===== config.mk =====
export PLATFORM = sky130hd
export DESIGN_NAME = dimm_pair_resolver
export DESIGN_NICKNAME = d
export VERILOG_FILES = /design/src/rtl/dimm_pair_resolver.sv
export SDC_FILE = /design/constraint.sdc
export NUM_CORES = 1
export LEC_CHECK = 0
export BUFFER_PORTS_ARGS = -buffer_cell sky130_fd_sc_hd__buf_2
export CORE_MARGIN = 1.5
export CORE_UTILIZATION = 18
export CTS_CLUSTER_DIAMETER = 50
export DETAILED_ROUTE_END_ITERATION = 8
export PLACE_DENSITY_LB_ADDON = 0.12
export SYNTH_ARGS = -nofsm -noshare
export SYNTH_HDL_FRONTEND = slang
export SYNTH_SLANG_ARGS = --single-unit
export TNS_END_PERCENT = 50

===== constraint.sdc =====
create_clock -name clk -period 0.82 [get_ports clk]
set_input_delay 0.205 -clock clk [delete_from_list [all_inputs] [get_ports clk]]
set_output_delay 0.205 -clock clk [all_outputs]
set_load 0.01 [all_outputs]

===== src/rtl/dimm_pair_resolver.sv =====
module dimm_pair_resolver #(
  parameter int ADDR_W       = 40,
  parameter int LSB_W        = 6,
  parameter int SYM_W        = 7,
  parameter int HALF_BIT     = 3,
  parameter int DATA_LO_MAX  = 63,
  parameter int CHECK_LO_MAX = 7
) (
  input  logic              clk,
  input  logic              rst_n,
  input  logic              in_valid,
  input  logic              lo_present,
  input  logic              hi_present,
  input  logic [ADDR_W-1:0] phys_addr,
  input  logic [LSB_W-1:0]  valid_lsb,
  input  logic              ecc_mode,
  input  logic              corr,
  input  logic              sym_ok,
  input  logic              sym_is_data,
  input  logic [SYM_W-1:0]  sym_hibit,
  output logic              out_valid,
  output logic [1:0]        dimm_sel,
  output logic              err_nodimm,
  output logic              err_insuff,
  output logic              err_synd
);

  localparam logic [1:0] SEL_LO   = 2'b01;
  localparam logic [1:0] SEL_HI   = 2'b10;
  localparam logic [1:0] SEL_BOTH = 2'b11;

  logic       none_present, both_present, sym_in_lower, half_known;
  logic [1:0] sel_d;
  logic       nodimm_d, insuff_d, synd_d;

  assign none_present = !lo_present && !hi_present;
  assign both_present = lo_present && hi_present;
  assign half_known   = valid_lsb <= LSB_W'(HALF_BIT);
  assign sym_in_lower = sym_is_data ? (sym_hibit <= SYM_W'(DATA_LO_MAX))
                                    : (sym_hibit <= SYM_W'(CHECK_LO_MAX));

  always_comb begin
    sel_d    = 2'b00;
    nodimm_d = 1'b0;
    insuff_d = 1'b0;
    synd_d   = 1'b0;
    if (in_valid) begin
      if (none_present)
        nodimm_d = 1'b1;
      else if (!both_present)
        sel_d = SEL_LO;
      else if (!ecc_mode) begin
        if (half_known)
          sel_d = phys_addr[HALF_BIT] ? SEL_HI : SEL_LO;
        else
          insuff_d = 1'b1;
      end
      else if (!corr)
        sel_d = SEL_BOTH;
      else if (!sym_ok)
        synd_d = 1'b1;
      else
        sel_d = sym_in_lower ? SEL_LO : SEL_HI;
    end
  end

  always_ff @(posedge clk) begin
    if (!rst_n) begin
      out_valid  <= 1'b0;
      dimm_sel   <= 2'b00;
      err_nodimm <= 1'b0;
      err_insuff <= 1'b0;
      err_synd   <= 1'b0;
    end else begin
      out_valid  <= in_valid;
      dimm_sel   <= sel_d;
      err_nodimm <= nodimm_d;
      err_insuff <= insuff_d;
      err_synd   <= synd_d;
    end
  end

endmodule


==> flow_metrics.tcl <==
set metrics [dict create \
    yosysWarnings 0 \
    slew_headroom_pct 82.2 \
    max_stage_delay_ns 0.30 \
    status "finished with violations" \
    dr_wl_met3_um 56 \
    crit_path_max_fanout 1 \
    maxUsedRoutingLayer "met3" \
    place_ws_ns -0.253 \
    pwr_density_cell_nw_per_um2 1450 \
    antenna_found_initial 0 \
    drc_errors 0 \
    p_leak_uw 0.000227 \
    drt_first_pass_iters 4 \
    maxCapViolCount 0 \
    grt_pass1_vias 337 \
    die_w_um 41.5 \
    coreArea_sq_um 1330 \
    wire_per_inst_um 8.73 \
    antenna_cells 0 \
    die_y_um 41.5 \
    syn_area_per_cell_sq_um 9.87 \
    ys_types 18 \
    ir_drop_mv 0.371 \
    crit_type "reg -> out" \
    antenna_left 0 \
    fin_crit_ns 0.865 \
    place.gp.congestion 0.659 \
    cts.clk_slew.worst_paths_ns 0.04 \
    worst-endpoint-arrival_ns 0.66 \
    io_pins 68 \
    syn_inst 27 \
    dp_hpwl_um 546 \
    critPathLaunch "err_synd" \
    synth_top_cell_by_area "dfxtp_1" \
    fill_cells 153 \
    initial_core_util_pct 20.0 \
    max_slew.worst_pin.slew_ns 0.265 \
    rsz0062_at_grt "true" \
    cp_slowest_cell "dfxtp_1" \
    end_kind "output pin" \
    start_kind "register" \
    initialDrtViolationCount 3 \
    synthTopCellsByArea "dfxtp_1 45%, nor4_4 8.0%, nor4b_2 5.6%, nor3_1 3.8%, o21ai_0 3.8%" \
    std_cell_rows 13 \
    crit_required_ns 0.61 \
    track_usage_pct 10.0 \
    setup_viol 6 \
    met2_length_um 296 \
    finalMaxSlewViolations 0 \
    cts_made_buffers 3 \
    worst_slack_ns -0.0451 \
    clockBufferDepth 2 \
    hold_viol 0 \
    cts_sinks 6 \
    grt_pass1_wl_mm 1.27 \
    yosysTopAreaCellShare_pct 45.1 \
    hold_end "err_nodimm" \
    port_buffers 23 \
    vias 301 \
    synth-seq-area-share_pct 45.1 \
    wl_met1_um 285 \
    hp-class "in -> reg" \
    grt_max_degree 8 \
    synth_nets 89 \
    syn_to_final_growth_pct 77.5 \
    critPathBufInv 1 \
    nNetsFinal 122 \
    cts_tree "yes" \
    htreeDepth 1 \
    hold_path_depth 2 \
    failed_checks "negative setup slack" \
    ctsHoldBuffers 0 \
    ys_seq_elements 6 \
    grt-ovfl-total 0 \
    cts-root-buf "clkbuf_4" \
    die_area_sq_um 1720 \
    synthesis.area_sq_um 267 \
    finalPower_uw 685 \
    vias_per_cell 4.12 \
    whs_ns 0.173 \
    path_delay_family "flip-flops" \
    drive_gt1_share_pct 62.1 \
    worstHoldStart "lo_present" \
    crit_chain "buf_2" \
    period_share_pct 105 \
    wl_um 637 \
    timing.fmax_mhz 1160 \
]
area by class of cell:
cell class              count  area (sq um)  share of cell area, %
repair buffers             28           159                   33.6
multi-input cells          19           144                   30.4
flip-flops and latches      6           121                   25.7
clock buffers               3          22.5                   4.76
well taps                  15          18.8                   3.97
inverters                   2          7.51                   1.59
worst max-delay path by stage:
stage | to | slack, ns | cells past startpoint
final | err_synd | -0.05 | 1
after floorplan | dimm_sel[1] | -0.06 | 3
after CTS | err_synd | -0.06 | 1
after detailed placement | dimm_sel[1] | -0.25 | 4
after global placement | dimm_sel[1] | -0.24 | 4
after global routing | err_nodimm | -0.09 | 1
per-layer routing:
metal / vias to the layer above / global-route usage, %
li1: 163 / -
met1: 124 / 8.40
met2: 14 / 16.3
met3: 0 / 6.96
met4: 0 / 7.74
met5: - / 0
synth_stat cells (all sizes together):
master and number:
nand3 1, and2 1, nor3 2, inv 2, nor3b 1, dfxtp 6, nand3b 1, nand2b 1
nor4 1, nor4b 1, nand2 1, o21ai 2, o2111ai 1, o221ai 1, nor2b 1, nor2 3
a41oi 1
power by group:
group | internal [uW] | switching (uW)
Clock | 165 | 98.3
Combinational | 66.4 | 52.8
Sequential | 301 | 1.63
per-stage QoR:
stage                     util, %  instances  instance area, sq um  setup TNS (ns)
after floorplan                 -         27                   267         -0.0819
after detailed placement     32.8         70                   438          -0.528
after global placement       32.8         70                   438          -0.540
after CTS                    34.5         73                   460          -0.313
final                        35.5         73                   473          -0.223
after global routing         35.5         73                   473          -0.519
state kept, by name, summed over array words and instances (netlist names):
signal and count:
dimm_sel 2, err_insuff 1, err_synd 1, err_nodimm 1
out_valid 1
layout by cell type, fill, tap and decap left out:
cell and instances:
nand2b_1 1, and2_1 1, nor3_2 1, nor2_2 1, nor2_1 2, nor4_4 1
buf_2 22, inv_1 2, nor3b_1 1, o221ai_1 1, nor2b_1 1, dfxtp_1 5
nor3_1 1, nand2_1 1, nor4b_2 1, a41oi_1 1, o21ai_0 2, buf_4 5
buf_6 1, nand3_1 1, clkbuf_4 3, nand3b_1 1, o2111ai_1 1, dfxtp_2 1
cells by family (layout without fill, tap and decap cells):
kind of cell	after synthesis	in the layout	synth area share, %
buffers and inverters	2	33	2.82
and+or+nand+nor	14	14	38.5
AOI/OAI and AO/OA	5	5	13.6
DFF	6	6	45.1
timing repair:
action	in CTS	in global routing
setup endpoints to repair	6	8
hold endpoints to repair	0	0
buffers inserted	0	0
gates resized for setup	0	3
gates cloned	0	0
pin swaps	0	0
No activity file was read; power rests on OpenSTA's default activity.
